File: src/rtl/i2stx_pkg.sv
package i2stx_pkg;
  localparam int SLOT_W  = 32;
  localparam int FRAME_W = 2 * SLOT_W;

  localparam int PAIR_STRIDE = 64;
  localparam int ADR_GLB   = 0;
  localparam int ADR_TXB   = 4;
  localparam int ADR_FLUSH = 8;
  localparam int OFF_LEFT  = 32;
  localparam int OFF_RIGHT = 36;
  localparam int OFF_PEN   = 40;
  localparam int OFF_RES   = 44;
  localparam int OFF_STAT  = 48;
  localparam int OFF_MASK  = 52;
  localparam int OFF_OVCLR = 56;
  localparam int OFF_TRIG  = 60;

  localparam logic [2:0] RES_16 = 3'd2;
  localparam logic [2:0] RES_24 = 3'd4;

  typedef struct packed {
    logic wrLeft;
    logic wrRight;
  } pairStb_t;

  typedef struct packed {
    logic       run;
    logic [2:0] res;
  } pairCfg_t;

  // place the active sample bits at the top of the slot, zero below
  function automatic logic [SLOT_W-1:0] alignSample(input logic [SLOT_W-1:0] s,
                                                    input logic [2:0] code);
    case (code)
      RES_16:  return {s[15:0], 16'h0000};
      RES_24:  return {s[23:0], 8'h00};
      default: return s;
    endcase
  endfunction
endpackage

File: src/rtl/i2stx_fifo.sv
module i2stx_fifo #(
  parameter int DEPTH = 4,
  parameter int WIDTH = 64,
  parameter int CNT_W = $clog2(DEPTH + 1)
) (
  input  logic             clk,
  input  logic             rstN,
  input  logic             flush,
  input  logic             push,
  input  logic [WIDTH-1:0] din,
  input  logic             pop,
  output logic [WIDTH-1:0] dout,
  output logic [CNT_W-1:0] count,
  output logic             full,
  output logic             empty
);
  localparam int PTR_W = (DEPTH > 1) ? $clog2(DEPTH) : 1;

  logic [WIDTH-1:0] mem [DEPTH];
  logic [PTR_W-1:0] wrPtr, rdPtr;
  logic [CNT_W-1:0] cntQ;
  logic doPush, doPop;

  function automatic logic [PTR_W-1:0] nextPtr(input logic [PTR_W-1:0] p);
    return (p == PTR_W'(DEPTH - 1)) ? '0 : p + 1'b1;
  endfunction

  assign full   = (cntQ == CNT_W'(DEPTH));
  assign empty  = (cntQ == '0);
  assign doPush = push & ~full & ~flush;
  assign doPop  = pop & ~empty & ~flush;
  assign dout   = mem[rdPtr];
  assign count  = cntQ;

  always_ff @(posedge clk or negedge rstN) begin
    if (!rstN) begin
      wrPtr <= '0;
      rdPtr <= '0;
      cntQ  <= '0;
    end else if (flush) begin
      wrPtr <= '0;
      rdPtr <= '0;
      cntQ  <= '0;
    end else begin
      if (doPush) wrPtr <= nextPtr(wrPtr);
      if (doPop)  rdPtr <= nextPtr(rdPtr);
      cntQ <= cntQ + CNT_W'(doPush) - CNT_W'(doPop);
    end
  end

  always_ff @(posedge clk) begin
    if (doPush) mem[wrPtr] <= din;
  end
endmodule

File: src/rtl/i2stx_serial.sv
module i2stx_serial
  import i2stx_pkg::*;
(
  input  logic               clk,
  input  logic               rstN,
  input  logic               fallTick,
  input  logic               wsNow,
  input  pairCfg_t           cfg,
  input  logic               fifoEmpty,
  input  logic [FRAME_W-1:0] head,
  output logic               pop,
  output logic               sd
);
  logic              wsQ;
  logic [SLOT_W-1:0] shiftQ, rightQ;
  logic              wsEdge, leftStart;

  assign wsEdge    = fallTick & (wsNow != wsQ);
  assign leftStart = wsEdge & ~wsNow;
  assign pop       = leftStart & cfg.run & ~fifoEmpty;

  always_ff @(posedge clk or negedge rstN) begin
    if (!rstN) begin
      wsQ    <= 1'b0;
      shiftQ <= '0;
      rightQ <= '0;
      sd     <= 1'b0;
    end else if (fallTick) begin
      wsQ <= wsNow;
      if (!cfg.run) begin
        sd     <= 1'b0;
        shiftQ <= '0;
        rightQ <= '0;
      end else begin
        sd <= shiftQ[SLOT_W-1];
        if (leftStart) begin
          shiftQ <= fifoEmpty ? '0 : alignSample(head[FRAME_W-1:SLOT_W], cfg.res);
          rightQ <= fifoEmpty ? '0 : alignSample(head[SLOT_W-1:0], cfg.res);
        end else if (wsEdge) begin
          shiftQ <= rightQ;
        end else begin
          shiftQ <= {shiftQ[SLOT_W-2:0], 1'b0};
        end
      end
    end
  end
endmodule

File: src/rtl/i2stx_ctrl.sv
module i2stx_ctrl
  import i2stx_pkg::*;
#(
  parameter int NUM_PAIRS = 4,
  parameter int ADDR_W    = 9,
  parameter int CNT_W     = 3
) (
  input  logic                              clk,
  input  logic                              rstN,
  input  logic                              busWr,
  input  logic                              busRd,
  input  logic [ADDR_W-1:0]                 busAddr,
  input  logic [31:0]                       busWdata,
  output logic [31:0]                       busRdata,
  input  logic [NUM_PAIRS-1:0]              ovrSet,
  input  logic [NUM_PAIRS-1:0][CNT_W-1:0]   fifoCnt,
  output pairStb_t [NUM_PAIRS-1:0]          stb,
  output pairCfg_t [NUM_PAIRS-1:0]          cfg,
  output logic                              flush,
  output logic                              irq
);
  logic glbEnQ, txEnQ;
  logic [NUM_PAIRS-1:0]             pairEnQ, ovrQ, lvlHit;
  logic [NUM_PAIRS-1:0][2:0]        resQ;
  logic [NUM_PAIRS-1:0][1:0]        maskQ;
  logic [NUM_PAIRS-1:0][CNT_W-1:0]  trigQ;

  function automatic logic hitG(input logic [ADDR_W-1:0] a, input int off);
    return a == ADDR_W'(off);
  endfunction

  function automatic logic hitP(input logic [ADDR_W-1:0] a, input int p, input int off);
    return a == ADDR_W'(p * PAIR_STRIDE + off);
  endfunction

  always_ff @(posedge clk or negedge rstN) begin
    if (!rstN) begin
      glbEnQ  <= 1'b0;
      txEnQ   <= 1'b0;
      pairEnQ <= '0;
      ovrQ    <= '0;
      resQ    <= {NUM_PAIRS{3'd2}};
      maskQ   <= '1;
      trigQ   <= '0;
    end else begin
      if (busWr && hitG(busAddr, ADR_GLB)) glbEnQ <= busWdata[0];
      if (busWr && hitG(busAddr, ADR_TXB)) txEnQ  <= busWdata[0];
      for (int p = 0; p < NUM_PAIRS; p++) begin
        if (busWr && hitP(busAddr, p, OFF_PEN))  pairEnQ[p] <= busWdata[0];
        if (busWr && hitP(busAddr, p, OFF_RES))  resQ[p]    <= busWdata[2:0];
        if (busWr && hitP(busAddr, p, OFF_MASK)) maskQ[p]   <= busWdata[5:4];
        if (busWr && hitP(busAddr, p, OFF_TRIG)) trigQ[p]   <= busWdata[CNT_W-1:0];
        if (ovrSet[p])
          ovrQ[p] <= 1'b1;
        else if ((busWr || busRd) && hitP(busAddr, p, OFF_OVCLR))
          ovrQ[p] <= 1'b0;
      end
    end
  end

  always_comb begin
    flush    = busWr && hitG(busAddr, ADR_FLUSH) && busWdata[0];
    irq      = 1'b0;
    busRdata = '0;
    lvlHit   = '0;
    if (hitG(busAddr, ADR_GLB)) busRdata = {31'b0, glbEnQ};
    if (hitG(busAddr, ADR_TXB)) busRdata = {31'b0, txEnQ};
    for (int p = 0; p < NUM_PAIRS; p++) begin
      stb[p].wrLeft  = busWr && hitP(busAddr, p, OFF_LEFT);
      stb[p].wrRight = busWr && hitP(busAddr, p, OFF_RIGHT);
      cfg[p].run     = glbEnQ & txEnQ & pairEnQ[p];
      cfg[p].res     = resQ[p];
      lvlHit[p]      = fifoCnt[p] <= trigQ[p];
      irq = irq | (lvlHit[p] & ~maskQ[p][0]) | (ovrQ[p] & ~maskQ[p][1]);
      if (hitP(busAddr, p, OFF_PEN))  busRdata = {31'b0, pairEnQ[p]};
      if (hitP(busAddr, p, OFF_RES))  busRdata = {29'b0, resQ[p]};
      if (hitP(busAddr, p, OFF_STAT)) busRdata = {26'b0, ovrQ[p], lvlHit[p], 4'b0};
      if (hitP(busAddr, p, OFF_MASK)) busRdata = {26'b0, maskQ[p], 4'b0};
      if (hitP(busAddr, p, OFF_TRIG)) busRdata = 32'(trigQ[p]);
    end
  end
endmodule

File: src/rtl/i2stx_datapath.sv
module i2stx_datapath
  import i2stx_pkg::*;
#(
  parameter int NUM_PAIRS  = 4,
  parameter int FIFO_DEPTH = 4,
  parameter int CNT_W      = 3
) (
  input  logic                            clk,
  input  logic                            rstN,
  input  logic                            sclk,
  input  logic                            ws,
  input  pairStb_t [NUM_PAIRS-1:0]        stb,
  input  pairCfg_t [NUM_PAIRS-1:0]        cfg,
  input  logic                            flush,
  input  logic [31:0]                     wdata,
  output logic [NUM_PAIRS-1:0]            ovrSet,
  output logic [NUM_PAIRS-1:0][CNT_W-1:0] fifoCnt,
  output logic [NUM_PAIRS-1:0]            sdOut,
  output logic                            sclkFall
);
  logic sclkQ;

  always_ff @(posedge clk or negedge rstN) begin
    if (!rstN) sclkQ <= 1'b0;
    else       sclkQ <= sclk;
  end

  assign sclkFall = sclkQ & ~sclk;

  for (genvar p = 0; p < NUM_PAIRS; p++) begin : gPair
    logic [SLOT_W-1:0]  leftHoldQ;
    logic [FRAME_W-1:0] head;
    logic full, empty, pop;

    always_ff @(posedge clk or negedge rstN) begin
      if (!rstN)              leftHoldQ <= '0;
      else if (stb[p].wrLeft) leftHoldQ <= wdata;
    end

    assign ovrSet[p] = stb[p].wrRight & full;

    i2stx_fifo #(.DEPTH(FIFO_DEPTH), .WIDTH(FRAME_W), .CNT_W(CNT_W)) uFifo (
      .clk(clk), .rstN(rstN), .flush(flush),
      .push(stb[p].wrRight), .din({leftHoldQ, wdata}),
      .pop(pop), .dout(head), .count(fifoCnt[p]),
      .full(full), .empty(empty)
    );

    i2stx_serial uSer (
      .clk(clk), .rstN(rstN), .fallTick(sclkFall), .wsNow(ws),
      .cfg(cfg[p]), .fifoEmpty(empty), .head(head),
      .pop(pop), .sd(sdOut[p])
    );
  end
endmodule

File: src/rtl/i2s_tx_multi.sv
module i2s_tx_multi
  import i2stx_pkg::*;
#(
  parameter int NUM_PAIRS  = 4,
  parameter int FIFO_DEPTH = 4,
  parameter int ADDR_W     = 9
) (
  input  logic                 clk,
  input  logic                 rstN,
  input  logic                 busWr,
  input  logic                 busRd,
  input  logic [ADDR_W-1:0]    busAddr,
  input  logic [31:0]          busWdata,
  output logic [31:0]          busRdata,
  input  logic                 sclk,
  input  logic                 ws,
  output logic [NUM_PAIRS-1:0] sdOut,
  output logic                 irq
);
  localparam int CNT_W = $clog2(FIFO_DEPTH + 1);

  pairStb_t [NUM_PAIRS-1:0]        stb;
  pairCfg_t [NUM_PAIRS-1:0]        cfg;
  logic [NUM_PAIRS-1:0]            ovrSet;
  logic [NUM_PAIRS-1:0][CNT_W-1:0] fifoCnt;
  logic [NUM_PAIRS-1:0]            runVec;
  logic                            flush, sclkFall;

  for (genvar p = 0; p < NUM_PAIRS; p++) begin : gRun
    assign runVec[p] = cfg[p].run;
  end

  i2stx_ctrl #(.NUM_PAIRS(NUM_PAIRS), .ADDR_W(ADDR_W), .CNT_W(CNT_W)) uCtrl (
    .clk(clk), .rstN(rstN), .busWr(busWr), .busRd(busRd), .busAddr(busAddr),
    .busWdata(busWdata), .busRdata(busRdata), .ovrSet(ovrSet), .fifoCnt(fifoCnt),
    .stb(stb), .cfg(cfg), .flush(flush), .irq(irq)
  );

  i2stx_datapath #(.NUM_PAIRS(NUM_PAIRS), .FIFO_DEPTH(FIFO_DEPTH), .CNT_W(CNT_W)) uDp (
    .clk(clk), .rstN(rstN), .sclk(sclk), .ws(ws), .stb(stb), .cfg(cfg),
    .flush(flush), .wdata(busWdata), .ovrSet(ovrSet), .fifoCnt(fifoCnt),
    .sdOut(sdOut), .sclkFall(sclkFall)
  );
endmodule

File: config.mk
export PLATFORM = sky130hd
export DESIGN_NAME = i2s_tx_multi
export DESIGN_NICKNAME = d
export VERILOG_FILES = /design/src/rtl/i2stx_pkg.sv /design/src/rtl/i2stx_fifo.sv /design/src/rtl/i2stx_serial.sv /design/src/rtl/i2stx_ctrl.sv /design/src/rtl/i2stx_datapath.sv /design/src/rtl/i2s_tx_multi.sv
export SDC_FILE = /design/constraint.sdc
export NUM_CORES = 2
export LEC_CHECK = 0
export ABC_AREA = 1
export BUFFER_PORTS_ARGS = -buffer_cell sky130_fd_sc_hd__buf_2
export CORE_ASPECT_RATIO = 1.4
export CORE_MARGIN = 4
export CORE_UTILIZATION = 53
export DETAILED_ROUTE_END_ITERATION = 12
export PLACE_DENSITY_LB_ADDON = 0.12
export SLEW_MARGIN = 40
export SYNTH_ARGS = -nofsm -noshare
export SYNTH_HDL_FRONTEND = slang
export SYNTH_HIERARCHICAL = 1
export SYNTH_SLANG_ARGS = --single-unit
File: constraint.sdc
create_clock -name clk -period 4.5 [get_ports clk]
set_input_delay 0.675 -clock clk [delete_from_list [all_inputs] [get_ports clk]]
set_output_delay 0.675 -clock clk [all_outputs]
set_load 0.1 [all_outputs]
==> summary.txt <==
Flow run
  • Max-capacitance violation count: 0

Floorplanning
  • I/O pin count: 84
  • Effective utilization at floorplan: 0.533
  • Total Die Area: 134000 um2
  • Site Rows: approximately 160
  • Die Span X: 311 um
  • Total core area: 128000 um2
  • Die boundary height: 432 um

Pwr
  • Total power consumption of the routed design: roughly 28000 uW
  • Share of power burned in registers: 0.525
  • Clock group share of total power: 0.433
  • Power per Cell Area: 379 nW/um2
  • Standby leakage power: just over 0.03 uW
  • Internal Pwr Total: roughly 22000 uW
  • Share of total power consumed by net switching: 0.219
  • Switching pwr: 6190 uW
  • Logic gate share of total power: 0.042
  • Largest voltage drop on the vdd net: 0.000378 V

Setup path
  • Worst Setup SP: uCtrl/trigQ[8]
  • Critical path startpoint category: flip-flop
  • Crit. End Element: output pin
  • Maximum fanout count along the critical path: 3
  • Crit path DAT: 3.12 ns
  • Worst reg-to-reg setup slack: 1.34 ns
  • Launch point of the worst reg-to-reg path: uCtrl/glbEnQ
  • Worst Path Class, Setup: flip-flop to output pin
  • FF-to-FF End: uDp/gPair[0].uFifo/count[2]
  • Worst EP required: 3.83 ns
  • Depth of the most critical reg-to-reg path: 16
  • Critical path endpoint: irq

Route
  • ANT nets after route: 0
  • Iteration count of the initial detailed-routing pass: 6
  • Total via count in the routed design: 48800
  • Number of design-rule violations left by the first detailed-router iteration: 4171
  • WL per Instance: about 21 um
  • Per-cell via count in the routed design: 5.55
  • Overall routed net length: 185000 um
  • Residual DRC count: 0

Cells and area
  • Nets: 7102
  • Layout cell share with drive strength beyond 1: 0.0809
  • Layout fillers: 11000
  • Multi-input logic area: 20000 um2
  • Count of placed standard cells in the final layout, fillers left out: 8788
  • Area Growth Syn to Fin: 9.63%
  • Finished Core Util: 0.585
  • Final std cell area, no fill: ~75000 um2
  • Reg area: 42400 um2

Timing
  • Final max-slew violation count: 0
  • Post-route fraction of the period consumed by the critical path: 0.843
  • Clock period minus worst slack: 3.79 ns
  • Total count of hold-check failures in the final report: 0
  • Worst Clk Skew: 0.0231 ns
  • Transition at the pin with the smallest max-transition slack: 0.906 ns
  • Post-route worst setup slack: 0.706 ns
  • Unrepaired setup endpoints after global routing: false
  • Final number of setup-violating endpoints: 0
  • Max transition margin: 0.396
  • Fmax: 0.264 GHz

Logic synthesis
  • Most used flip-flop cell after synthesis: sky130_fd_sc_hd__edfxtp_1
  • Syn Std Cell Area: 68000 um2
  • Syn_area_per_cell: 9.65 um2
  • Flop and latch count out of synthesis: 1487
  • Number of warnings reported in the yosys synthesis log: 6
  • Fraction of the mapped netlist area in compound gates: 0.0902
  • Post-synthesis share of cell area spent on and, or, nand and nor gates: 0.191
  • Number of distinct library cell variants in the gate-level netlist after synthesis: 50
  • Share of flip-flops with an asynchronous set or reset: 0.311
  • Count of mapped cells out of synthesis: 7053
  • Largest family of logic cells by synthesized area: simple AND/OR/NAND/NOR gates
  • Seq/Total Area, Yosys: 0.622
  • Post-synthesis xor/xnor area fraction: 0
  • Multiplexer share of the synthesized area: 0
  • Synthesized-area fraction occupied by adder cells: 0.00853
  • Number of enable-type register cells in the synthesized netlist: 1024

Global route
  • Number of antenna violations at the first check in global routing: 22
  • Global-route total usage across every layer: 0.274
  • Congestion Overflow GR: 0
  • Global-route wire length before repair: 282000 um
  • Maximum number of pins on one net before global-route repair: ~130
  • Vias in the first global route: roughly 47000

Clocking
  • Post-CTS Resized: 0
  • Insertion delay of the later-clocked pin in the worst-skew pair: 0.78 ns
  • Clock slew seen by the registers of the worst setup and hold paths: 0.06 ns
  • Number of CTS-inserted buffers: 143
  • Buffer levels on the longest clock path: 3
  • CTS root buffer: sky130_fd_sc_hd__clkbuf_16
  • Sinks on Clock Net: 1487
  • H-tree level count: 4
  • TritonCTS clock tree: yes

Place
  • Instance area at placement: 69800 um2
  • Buffers on Ports: 56
  • Routability-driven placement congestion ratio: 0.886
  • Half-perimeter wire length after detailed placement: around 110000 um
  • Placed cell count: 8510
  • Worst setup slack after placement: slightly below 0.7 ns

Worst hold path
  • Class of the tightest hold or removal check: input pin to flip-flop

Status
  • Status: completed
[worst min path at each step]
stage / startpoint / end / slack [ns] / depth (start not counted)
floorplan: rstN / uCtrl/cfg[0] / 0.38 / 0
global placement: uDp/gPair[0].uSer/shiftQ[9] / uDp/gPair[0].uSer/shiftQ[9] / 0.46 / 2
detailed placement: uDp/gPair[2].uSer/shiftQ[13] / uDp/gPair[2].uSer/shiftQ[13] / 0.46 / 2
CTS: sclk / uDp/sclkQ / 0.0004 / 1
global route: sclk / uDp/sclkQ / 0.02 / 1
finish: sclk / uDp/sclkQ / 0.07 / 1
[per-layer routing]
layer,up-vias,part of all wire,global-route usage
li1,23100,-,-
met1,23700,0.41,0.359
met2,1595,0.49,0.467
met3,323,0.061,0.0438
met4,8,0.032,0.0942
met5,-,0.00029,0
[metrics by stage]
step / setup TNS, ns / hold WS (ns)
2_1_floorplan: -421.27 / 0.379
6_report: 0 / 0.0681
5_1_grt: 0 / 0.0167
3_3_place_gp: 0 / 0.462
4_1_cts: 0 / 0.000416
3_5_place_dp: 0 / 0.465
[kinds of logic (layout without fill, tap and decap cells)]
| kind of cell | Yosys count | after routing |
|---|---|---|
| DFF | 1487 | 1487 |
| and+or+nand+nor | 3100 | 3100 |
| other | 1 | 35 |
| buffers and inverters | 1363 | 1416 |
| AOI/OAI and AO/OA | 1058 | 1058 |
| adders and majority gates | 44 | 44 |
[cells in the mapped netlist (2+ instances only)]
cell / number / area, um2
sky130_fd_sc_hd__fa_1: 4 / 80.1
sky130_fd_sc_hd__inv_8: 2 / 22.5
sky130_fd_sc_hd__o22ai_1: 13 / 81.3
sky130_fd_sc_hd__buf_6: 30 / 338
sky130_fd_sc_hd__o21bai_1: 4 / 30.0
sky130_fd_sc_hd__nor4_1: 2 / 12.5
sky130_fd_sc_hd__buf_4: 98 / 736
sky130_fd_sc_hd__nor2_4: 13 / 146
sky130_fd_sc_hd__nor3_4: 3 / 48.8
sky130_fd_sc_hd__nand3_2: 2 / 20.0
sky130_fd_sc_hd__o2111ai_1: 3 / 26.3
sky130_fd_sc_hd__dfstp_2: 12 / 315
sky130_fd_sc_hd__inv_2: 39 / 146
sky130_fd_sc_hd__a221oi_1: 3 / 26.3
sky130_fd_sc_hd__buf_2: 140 / 701
sky130_fd_sc_hd__clkbuf_1: 126 / 473
sky130_fd_sc_hd__nor2_2: 14 / 87.6
sky130_fd_sc_hd__nand2_2: 40 / 250
sky130_fd_sc_hd__nand2_1: 2070 / 7770
sky130_fd_sc_hd__o211ai_1: 308 / 2310
sky130_fd_sc_hd__nor2_1: 301 / 1130
sky130_fd_sc_hd__buf_12: 2 / 40.0
sky130_fd_sc_hd__nand3_1: 532 / 2660
sky130_fd_sc_hd__nand3b_1: 73 / 548
sky130_fd_sc_hd__nor3_2: 6 / 60.1
sky130_fd_sc_hd__ha_1: 40 / 500
sky130_fd_sc_hd__dfrtp_1: 451 / 11300
sky130_fd_sc_hd__o21ai_1: 40 / 200
sky130_fd_sc_hd__clkinv_1: 8 / 30.0
sky130_fd_sc_hd__edfxtp_1: 1024 / 30700
sky130_fd_sc_hd__nor3_1: 6 / 30.0
sky130_fd_sc_hd__nand4_1: 35 / 219
sky130_fd_sc_hd__a21oi_1: 279 / 1400
sky130_fd_sc_hd__inv_1: 903 / 3390
sky130_fd_sc_hd__buf_1: 12 / 45.0
sky130_fd_sc_hd__o21ai_0: 401 / 2010
[area by class of cell]
cell class              instances  share of cell area
diodes                          8            0.000268
clock inverters                76              0.0102
repair buffers                196              0.0238
well taps                    1648              0.0276
flip-flops and latches       1487               0.568
clock buffers                 190              0.0534
inverters                     954              0.0483
multi-input cells            4229               0.268
[state kept, by name (all words and copies together) (netlist names), 4 cells and up]
name and count:
uDp/gPair.uFifo/mem 1024, uDp/gPair.leftHoldQ 128, uDp/gPair.uSer/rightQ 128, uDp/gPair.uSer/shiftQ 128, uCtrl/cfg 12, uCtrl/trigQ 12, uDp/gPair.uFifo/count 12, uCtrl/maskQ 8
uDp/gPair.uFifo/rdPtr 8, uDp/gPair.uFifo/wrPtr 8, uCtrl/ovrQ 4, uCtrl/pairEnQ 4, uDp/gPair.uSer/sd 4, uDp/gPair.uSer/wsQ 4
[layout by cell type, fill, tap and decap left out, types with 6 or more instances in the layout]
cell type                   count
sky130_fd_sc_hd__o211ai_1     308
sky130_fd_sc_hd__nand2_1     2067
sky130_fd_sc_hd__clkbuf_1      33
sky130_fd_sc_hd__inv_1        901
sky130_fd_sc_hd__o22ai_1       13
sky130_fd_sc_hd__clkbuf_16    151
sky130_fd_sc_hd__bufinv_16     15
sky130_fd_sc_hd__nand3_1      532
sky130_fd_sc_hd__diode_2        8
sky130_fd_sc_hd__buf_2         45
sky130_fd_sc_hd__conb_1        27
sky130_fd_sc_hd__nand4_1       35
sky130_fd_sc_hd__nor2_1       280
sky130_fd_sc_hd__nand2_2       43
sky130_fd_sc_hd__dfrtp_4        8
sky130_fd_sc_hd__nor2_2        15
sky130_fd_sc_hd__edfxtp_1    1024
sky130_fd_sc_hd__buf_4        117
sky130_fd_sc_hd__nor3_2         6
sky130_fd_sc_hd__nor3_1         6
sky130_fd_sc_hd__buf_12        31
sky130_fd_sc_hd__o21ai_0      401
sky130_fd_sc_hd__dfstp_2       12
sky130_fd_sc_hd__nand3b_1      73
sky130_fd_sc_hd__a21oi_1      279
sky130_fd_sc_hd__o21ai_1       40
sky130_fd_sc_hd__clkbuf_8       6
sky130_fd_sc_hd__dfrtp_1      443
sky130_fd_sc_hd__inv_6          7
sky130_fd_sc_hd__clkinv_1      32
sky130_fd_sc_hd__nor2_4        33
sky130_fd_sc_hd__ha_1          40
sky130_fd_sc_hd__clkinv_2      25
sky130_fd_sc_hd__inv_2         41
[what timing repair did]
| item | in CTS | in global routing |
|---|---|---|
| hold buffers | 1 | 0 |
| buffers inserted | 0 | 0 |
| hold endpoints to repair | 62 | 0 |
[worst max-delay path, stage by stage (launching register included)]
cell                        delay [ns]
sky130_fd_sc_hd__dfrtp_1          0.40
sky130_fd_sc_hd__inv_1            0.06
sky130_fd_sc_hd__ha_1             0.31
sky130_fd_sc_hd__nand3b_1         0.08
sky130_fd_sc_hd__a32oi_1          0.34
sky130_fd_sc_hd__nor2_1           0.09
sky130_fd_sc_hd__a221oi_1         0.21
sky130_fd_sc_hd__o2111ai_1        0.40
sky130_fd_sc_hd__buf_2            0.44
[power groups by stage]
stage	combinational (uW)	sequential [uW]	clock (uW)
after floorplan	647	15100	0
after global placement	1180	15100	0
final	1200	14800	12200
after CTS	1190	14800	12500
after global routing	1300	14800	13000
after detailed placement	1190	15100	0
Note: power is estimated with default switching activity, not from simulation.
